--- src/rtl/zg_pkg.sv ---
package zg_pkg;
    localparam int ZG_ZONES   = 16;
    localparam int ZG_CODE_W  = 2;
    localparam int ZG_ADDR_W  = 10;
    localparam int ZG_ADDR    = 944;

    typedef enum logic [2:0] {
        ACC_LOAD      = 3'd0,
        ACC_STORE     = 3'd1,
        ACC_FETCH     = 3'd2,
        ACC_CC_TOUCH  = 3'd3,
        ACC_CC_WRITE  = 3'd4,
        ACC_BLK_INVAL = 3'd5,
        ACC_BLK_ZERO  = 3'd6,
        ACC_RSVD      = 3'd7
    } acc_kind_e;

    typedef enum logic [1:0] {
        ZC_LOCK  = 2'b00,
        ZC_PASSA = 2'b01,
        ZC_PASSB = 2'b10,
        ZC_OPEN  = 2'b11
    } zone_code_e;
endpackage

--- src/rtl/zg_spr_port.sv ---
module zg_spr_port #(
    parameter int REG_W  = 32,
    parameter int ADDR_W = 10,
    parameter int ADDR   = 944
) (
    input  logic              clk,
    input  logic              rst_n,
    input  logic              user_mode_i,
    input  logic              req_i,
    input  logic              wr_i,
    input  logic [ADDR_W-1:0] addr_i,
    input  logic [REG_W-1:0]  wdata_i,
    output logic [REG_W-1:0]  rdata_o,
    output logic              hit_o,
    output logic              priv_fault_o,
    output logic [REG_W-1:0]  zones_o
);
    localparam logic [ADDR_W-1:0] MATCH = ADDR_W'(ADDR);

    typedef struct packed {
        logic [REG_W-1:0] zones;
    } spr_state_t;

    spr_state_t st_d, st_q;
    logic       granted;

    always_comb begin
        st_d         = st_q;
        hit_o        = req_i && (addr_i == MATCH);
        granted      = hit_o && !user_mode_i;
        priv_fault_o = hit_o && user_mode_i;
        rdata_o      = '0;
        if (granted && wr_i) begin
            st_d.zones = wdata_i;
        end
        if (granted && !wr_i) begin
            rdata_o = st_q.zones;
        end
    end

    always_ff @(posedge clk) begin
        if (!rst_n) begin
            st_q <= '0;
        end else begin
            st_q <= st_d;
        end
    end

    assign zones_o = st_q.zones;
endmodule

--- src/rtl/zg_zone_select.sv ---
module zg_zone_select #(
    parameter int ZONES  = 16,
    parameter int CODE_W = 2,
    localparam int REG_W = ZONES * CODE_W,
    localparam int IDX_W = $clog2(ZONES)
) (
    input  logic [REG_W-1:0]  zones_i,
    input  logic [IDX_W-1:0]  idx_i,
    output logic [CODE_W-1:0] code_o
);
    logic [CODE_W-1:0] codes [ZONES];

    // Zone 0 sits in the most significant field.
    for (genvar g = 0; g < ZONES; g++) begin : g_field
        assign codes[g] = zones_i[REG_W-1-CODE_W*g -: CODE_W];
    end

    assign code_o = codes[idx_i];
endmodule

--- src/rtl/zg_perm_eval.sv ---
module zg_perm_eval
    import zg_pkg::*;
(
    input  logic       req_i,
    input  logic [2:0] kind_i,
    input  logic       user_mode_i,
    input  logic [1:0] code_i,
    input  logic       v_i,
    input  logic       w_i,
    input  logic       x_i,
    output logic       allow_o,
    output logic       ifault_o,
    output logic       dfault_o
);
    acc_kind_e  kind;
    zone_code_e code;
    logic       locked, force_wx, eff_w, eff_x, ok, deny;

    always_comb begin
        kind     = acc_kind_e'(kind_i);
        code     = zone_code_e'(code_i);
        locked   = user_mode_i && (code == ZC_LOCK);
        force_wx = user_mode_i ? (code == ZC_OPEN)
                               : (code == ZC_PASSB || code == ZC_OPEN);
        eff_w    = w_i || force_wx;
        eff_x    = x_i || force_wx;
        unique case (kind)
            ACC_LOAD, ACC_CC_TOUCH:  ok = v_i && !locked;
            ACC_STORE, ACC_CC_WRITE: ok = v_i && eff_w && !locked;
            ACC_FETCH:               ok = v_i && eff_x && !locked;
            ACC_BLK_INVAL:           ok = v_i && w_i;
            ACC_BLK_ZERO:            ok = v_i && w_i && !locked;
            default:                 ok = 1'b0;
        endcase
        deny     = req_i && !ok;
        allow_o  = req_i && ok;
        ifault_o = deny && (kind == ACC_FETCH);
        dfault_o = deny && (kind != ACC_FETCH);
    end
endmodule

--- src/rtl/zone_guard.sv ---
module zone_guard
    import zg_pkg::*;
#(
    parameter int ZONES      = ZG_ZONES,
    parameter int SPR_ADDR_W = ZG_ADDR_W,
    parameter int SPR_ADDR   = ZG_ADDR,
    localparam int REG_W     = ZONES * ZG_CODE_W,
    localparam int IDX_W     = $clog2(ZONES)
) (
    input  logic                  clk,
    input  logic                  rst_n,
    input  logic                  user_mode_i,
    input  logic                  spr_req_i,
    input  logic                  spr_wr_i,
    input  logic [SPR_ADDR_W-1:0] spr_addr_i,
    input  logic [REG_W-1:0]      spr_wdata_i,
    output logic [REG_W-1:0]      spr_rdata_o,
    output logic                  spr_hit_o,
    output logic                  spr_priv_fault_o,
    input  logic                  acc_req_i,
    input  logic [2:0]            acc_kind_i,
    input  logic [IDX_W-1:0]      zone_i,
    input  logic                  tlb_valid_i,
    input  logic                  tlb_wr_i,
    input  logic                  tlb_ex_i,
    output logic                  acc_allow_o,
    output logic                  acc_ifault_o,
    output logic                  acc_dfault_o
);
    logic [REG_W-1:0]     zones_q;
    logic [ZG_CODE_W-1:0] code;

    zg_spr_port #(
        .REG_W (REG_W),
        .ADDR_W(SPR_ADDR_W),
        .ADDR  (SPR_ADDR)
    ) u_spr (
        .clk         (clk),
        .rst_n       (rst_n),
        .user_mode_i (user_mode_i),
        .req_i       (spr_req_i),
        .wr_i        (spr_wr_i),
        .addr_i      (spr_addr_i),
        .wdata_i     (spr_wdata_i),
        .rdata_o     (spr_rdata_o),
        .hit_o       (spr_hit_o),
        .priv_fault_o(spr_priv_fault_o),
        .zones_o     (zones_q)
    );

    zg_zone_select #(
        .ZONES (ZONES),
        .CODE_W(ZG_CODE_W)
    ) u_sel (
        .zones_i(zones_q),
        .idx_i  (zone_i),
        .code_o (code)
    );

    zg_perm_eval u_eval (
        .req_i      (acc_req_i),
        .kind_i     (acc_kind_i),
        .user_mode_i(user_mode_i),
        .code_i     (code),
        .v_i        (tlb_valid_i),
        .w_i        (tlb_wr_i),
        .x_i        (tlb_ex_i),
        .allow_o    (acc_allow_o),
        .ifault_o   (acc_ifault_o),
        .dfault_o   (acc_dfault_o)
    );
endmodule

--- config.mk ---
export PLATFORM = sky130hd
export DESIGN_NAME = zone_guard
export DESIGN_NICKNAME = d
export VERILOG_FILES = /design/src/rtl/zg_pkg.sv /design/src/rtl/zg_spr_port.sv /design/src/rtl/zg_zone_select.sv /design/src/rtl/zg_perm_eval.sv /design/src/rtl/zone_guard.sv
export SDC_FILE = /design/constraint.sdc
export NUM_CORES = 1
export LEC_CHECK = 0
export CORE_UTILIZATION = 25
export DETAILED_ROUTE_END_ITERATION = 16
export PLACE_DENSITY = 0.58
export SYNTH_ARGS = -nofsm -noshare
export SYNTH_HDL_FRONTEND = slang
export SYNTH_HIERARCHICAL = 1
export SYNTH_SLANG_ARGS = --single-unit
--- constraint.sdc ---
create_clock -name clk -period 2.9 [get_ports clk]
set_input_delay 0.58 -clock clk [delete_from_list [all_inputs] [get_ports clk]]
set_output_delay 0.58 -clock clk [all_outputs]
set_load 0.02 [all_outputs]
; ---- Yosys cells after proc, flatten, opt, wreduce, memory -nomap -nowiden
; Index checks and enable logic that the tools add are counted.
[totals]
word_cells = 47
output_inout_bits = 37
in_bits = 58
reg_bits = 32
[classes]
eq_ne = 10
n_bitwise = 1
magnitude_cmp = 1
muxes = 6
n_reduce_logical = 28
[ops]
columns = op, n
row1 = $mux 32, 1
row2 = $logic_and 1x1->1, 17
row3 = $eq 10x10->1 const B, 1
row4 = $eq 3x3->1 const B, 3
row5 = $bmux 2 s4, 1
row6 = $eq 3x2->1 const B, 2
row7 = $ge 5x5->1 const B, 1
row8 = $not 4->5, 1
row9 = $pmux 1 s5, 1
row10 = $eq 2x2->1 const B, 2
row11 = $logic_not 1->1, 4
row12 = $mux 2, 2
row13 = $reduce_or 2->1, 2
row14 = $eq 3x1->1 const B, 1
row15 = $logic_not 3->1, 1
row16 = $logic_or 1x1->1, 3
row17 = $ne 3x2->1 const B, 1
row18 = $logic_not 2->1, 1
row19 = $mux 1, 1

; ---- Longest topological paths before layout
[depth]
ltp_word = 14
ltp_mapped = 8
ltp_nobuf = 7

; ---- Hierarchy
; Netlist, hierarchy kept.
[modules_own_cells]
columns = module, area_per_inst_um2, seq_area_each_um2, instances, cells_each
row1 = zg_spr_port, 1569.0, 640.6, 1, 182
row2 = zg_zone_select, 269.0, 0.0, 1, 21
row3 = zg_perm_eval, 118.9, 0.0, 1, 17

; ---- Worst setup path after synthesis
; No wires, ideal clock.
[synth_path]
path_type = input-to-output
startpoint = input zone_i[0]
endpoint = output acc_ifault_o
cell_stages = 8
arrival_ns = 2.241
path_buffers = 1
required_ns = 2.320
slack_ns = 0.079
cell_sequence = buf_6 -> mux4_2 -> a22oi_1 -> nand3_1 -> nand2b_1 -> o31ai_1 -> a21oi_1 -> a211oi_2
[synth_via]
elab_chain_len = 14
word_cells_on_any_way = 23
classes_between = eq/ne: 2 / mux: 5 / bitwise: 1 / reduce/logical: 15
[synth_rtl]
columns = item, line_no
row1 = "start, declared", zone_guard.sv:22  ; input logic [IDX_W-1:0] zone_i,
row2 = $not 4->5 (not written as such) *, zg_zone_select.sv:18  ; assign code_o = codes[idx_i];
row3 = $bmux 2 s4 *, zg_zone_select.sv:18
row4 = $mux 2 (not written as such) * (2 in a row), zg_zone_select.sv:18
row5 = named net code[0], zone_guard.sv:31  ; logic [ZG_CODE_W-1:0] code;
row6 = $eq 2x2->1 (on tied branches), "zg_perm_eval.sv:24, zg_perm_eval.sv:23"
row7 = $logic_or 1x1->1, zg_perm_eval.sv:24  ; : (code == ZC_PASSB || code == ZC_OPEN);
row8 = $mux 1, zg_perm_eval.sv:23  ; force_wx = user_mode_i ? (code == ZC_OPEN)
row9 = $logic_or 1x1->1 (on tied branches), "zg_perm_eval.sv:26, zg_perm_eval.sv:25"
row10 = $logic_and 1x1->1 (on tied branches) (2 in a row), "zg_perm_eval.sv:30, zg_perm_eval.sv:29"
row11 = $pmux 1 s5 *, zg_perm_eval.sv:27  ; unique case (kind)
row12 = $logic_not 1->1 *, zg_perm_eval.sv:35  ; deny = req_i && !ok;
row13 = $logic_and 1x1->1 *, zg_perm_eval.sv:35
row14 = $logic_and 1x1->1 *, zg_perm_eval.sv:37  ; ifault_o = deny && (kind == ACC_FETCH);
row15 = "end, declared", zone_guard.sv:27  ; output logic acc_ifault_o,
; Mark *: on every way through the listed nets, which the timed path passes. The rest lies on a longest branch. The select of a mux whose other input is x is not followed.

; ---- Final worst setup path
; Ends and elaborated chain as after synthesis.

==> summary.md <==
| Metric | Value |
|---|---|
| Highest routed layer | met4 |
| Distinct cells, synth | 29 |
| RSZ-0062 raised after global routing | yes |
| Final min period | 2.91 ns |
| Post-Route WL | approximately 5600 um |
| Clock Path Buffers | 2 |
| Max-cap check violation count | 0 |
| Row count | 31 |
| Status | complete, but fails checks |
| Min-Delay Endpoint | u_spr/zones_o[1] |
| CP max stage delay | 0.49 ns |
| Vias per inst | 4.38 |
| Antenna Nets Post-Route | 0 |
| Clk Latency, worst-skew pair | 0.28 ns |
| Clk pin slew, worst setup/hold paths | roughly 0.070 ns |
| Top achievable clock speed | 343 MHz |
| Endpoints failing setup | 1 |
| Area delta synth->final | 68.1% |
| DP HPWL | 4040 um |
| Maximum VDD drop | 0.129 mV |
| Fin nets | 388 |
| Critical-path cell list | buf_6, buf_6, buf_6, mux4_2, a22oi_2, nand3_2, o31ai_4, a21oi_2, a211oi_2, buf_4 |
| Die Wd | 90.5 um |
| TritonCTS clock tree | yes |
| Initial antenna violation count | 0 |
| Die area | 8190 sq um |
| P_leak | 1.34 nW |
| DR iter-0 viols | 88 |
| Critical path type | input port to primary output |
| Final clock skew | 0 ns |
| Worst hold-check path type | register to register |
| Met3 routed WL | roughly 340 um |
| Slowest CP cell | mux4_2 |
| Largest net degree at the start of global routing | 65 |
| Initial Util | 26.4% |
| Slew Viols, Final | 0 |
| Wl on met1 | 2670 um |
| Gpl congestion | 0.714 |
| Share of post-route cells with drive strength above 1 | 30.2% |
| H-tree Lvls | 2 |
| Fin util | 44.4% |
| Average size of a mapped cell | 8.89 sq um |
| Count of buffers from port buffering | 94 |
| Critical Path Source Type | input port |
| Placed Area | 3100 sq um |
| Worst r2r src | u_spr/zones_o[16] |
| CTS buffer count | 5 |
| Vias | between 1,500 and 2,000 |
| Setup slack after layout | -0.0116 ns |
| Finished Cell Area | 3290 sq um |
| Syn nets | approximately 280 |
| Max reg flops | 32 |
| Routed length per placed instance | roughly 13 um |
| Filler cell count | 734 |
| Hold Slack | around 0.48 ns |
| Cell family with most CP delay | compound AO/OA/AOI/OAI gates |
| Hold path startpoint | u_spr/zones_o[1] |
| Slew headroom | 82.2% |
| IO Count | 95 |
| Worst R2R Setup Slack | 2.22 ns |
| DRC | 0 |
| CTS root buffer | clkbuf_8 |
| R2R cell count | 3 |
| Tightest Pin Transition | between 0.2 and 0.3 ns |
| WP data arrival | 2.33 ns |
| Pwr Density | 290 nW/um^2 |
| CTS Hold Bufs | 0 |
| TNS Setup | -0.0116 ns |
| Failing checks | setup timing |
| DRT Pass-1 Iters | 4 |
| Worst hold stages | 2 |
| Mapped Cells | 220 |
| FF-to-FF End | u_spr/zones_o[16] |
| Tcrit/Tclk final | 100% |
| CP max FO | 4 |
| WP buf/inv | 4 |
| GRT overflow | 0 |
| Met2 wire length | 2570 um |
| Core area | 7410 sq um |
| Vias in the first global route | 1,961 |
| Kind of end point of the critical path | primary output |
| Req. time, crit path | 2.32 ns |
| Final hold viol count | 0 |
| Die Height | 90.5 um |
| Area of the mapped netlist | roughly 2000 sq um |
| Antenna cells | 0 |
| CTS sink count | 32 |
| First-pass GRT wire length | about 9500 um |
| #FFs+latches synth | 32 |
| GRT Util Overall | 14.5% |
| Post-synthesis sequential area ratio | between 30% and 40% |
| Yosys warning count | 6 |
| CP dominant cell by count | buf_6 |
==> worst max-delay path by stage <==
stage	from	to	slack, ns	depth (start not counted)
global placement	zone_i[0]	acc_ifault_o	-0.93	10
finish	zone_i[0]	acc_ifault_o	-0.01	10
floorplan	zone_i[0]	acc_ifault_o	0.08	8
detailed placement	zone_i[0]	acc_ifault_o	-0.97	10
global route	zone_i[0]	acc_ifault_o	-0.09	10
CTS	zone_i[0]	acc_ifault_o	-0.06	10
==> cells by family after synthesis <==
family,after synthesis,synth area share [%]
simple gates,122,32.5
buf+inv,17,4.80
mux,40,26.3
compound gates,8,3.13
flops,32,32.7
fa+ha+maj,1,0.512
==> Yosys cell counts <==
cell       instances  share of area [%]
nor4_4             1                1.1
and2_1            34                 11
nand3_1            5                1.3
dfxtp_1           32                 33
o21ai_2            1               0.45
buf_6              4                2.3
mux4_2             4                4.6
maj3_1             1               0.51
inv_1              2               0.38
nor2_4             1               0.58
nand2_1           68                 13
buf_1              1               0.19
nand2b_1           2               0.64
and3_1             1               0.32
nand4bb_1          1               0.58
a21oi_1            2               0.51
nor2b_1            3               0.96
or4b_4             1               0.70
nor4b_4            1                1.2
mux4_1             4                5.4
a22oi_1            2               0.77
nor3_1             1               0.26
a211oi_2           1               0.64
mux2i_1           32                 16
o31ai_1            1               0.38
clkbuf_1          10                1.9
o21a_1             1               0.38
nor2_1             2               0.38
or3b_4             1               0.58
==> layout make-up <==
cell class,instances,area [sq um],area share [%]
flip-flops and latches,32,641,19.5
clock buffers,8,90.1,2.74
repair buffers,118,1130,34.5
inverters,2,7.51,0.228
multi-input cells,171,1290,39.3
well taps,99,124,3.77
==> layout by cell type, fill, tap and decap left out, types with 2 or more instances in the layout <==
master,synthesis,layout
nand2_1,68,68
clkdlybuf4s50_1,0,50
mux2i_1,32,32
dfxtp_1,32,32
buf_4,0,31
buf_6,4,24
and2_1,34,22
and2_4,0,12
clkbuf_8,0,6
mux4_2,4,5
dlygate4sd2_1,0,4
buf_2,0,4
nand3_1,5,4
nor2b_1,3,3
mux4_1,4,3
clkbuf_1,10,2
clkdlybuf4s15_2,0,2
inv_1,2,2
nor2_1,2,2
a22oi_2,0,2
buf_12,0,2
==> through the flow <==
step,setup WS (ns),instances,total power (W)
after floorplan,0.0790,220,0.000500
after global placement,-0.933,417,0.000601
after detailed placement,-0.968,417,0.000603
after CTS,-0.0591,430,0.000967
after global routing,-0.0937,430,0.000997
final,-0.0116,430,0.000954
==> routing by layer <==
metal  vias to the layer above  track usage [%]
met4                         0             4.03
met3                         4             3.96
li1                        960                -
met5                         -                0
met2                        68             23.9
met1                       851             18.5
==> worst reg2reg max path: stages (launching register included) <==
cell     delay (ns)
dfxtp_1        0.35
buf_4          0.12
nand2_1        0.04
mux2i_1        0.11
==> report_power, final <==
group	total (W)	switching, W	internal [W]
Combinational	0.000159	0.0000572	0.000101
Sequential	0.000439	0.0000000368	0.000439
Clock	0.000356	0.000163	0.000193
Total	0.000954	0.000220	0.000734
==> timing repair <==
item	4_1_cts	5_1_grt
cloned	2	0
pin swaps	10	8
resized for setup	227	7
endpoints found under the setup margin	37	35
setup buffers	3	0
No activity file was read; power rests on OpenSTA's default activity.
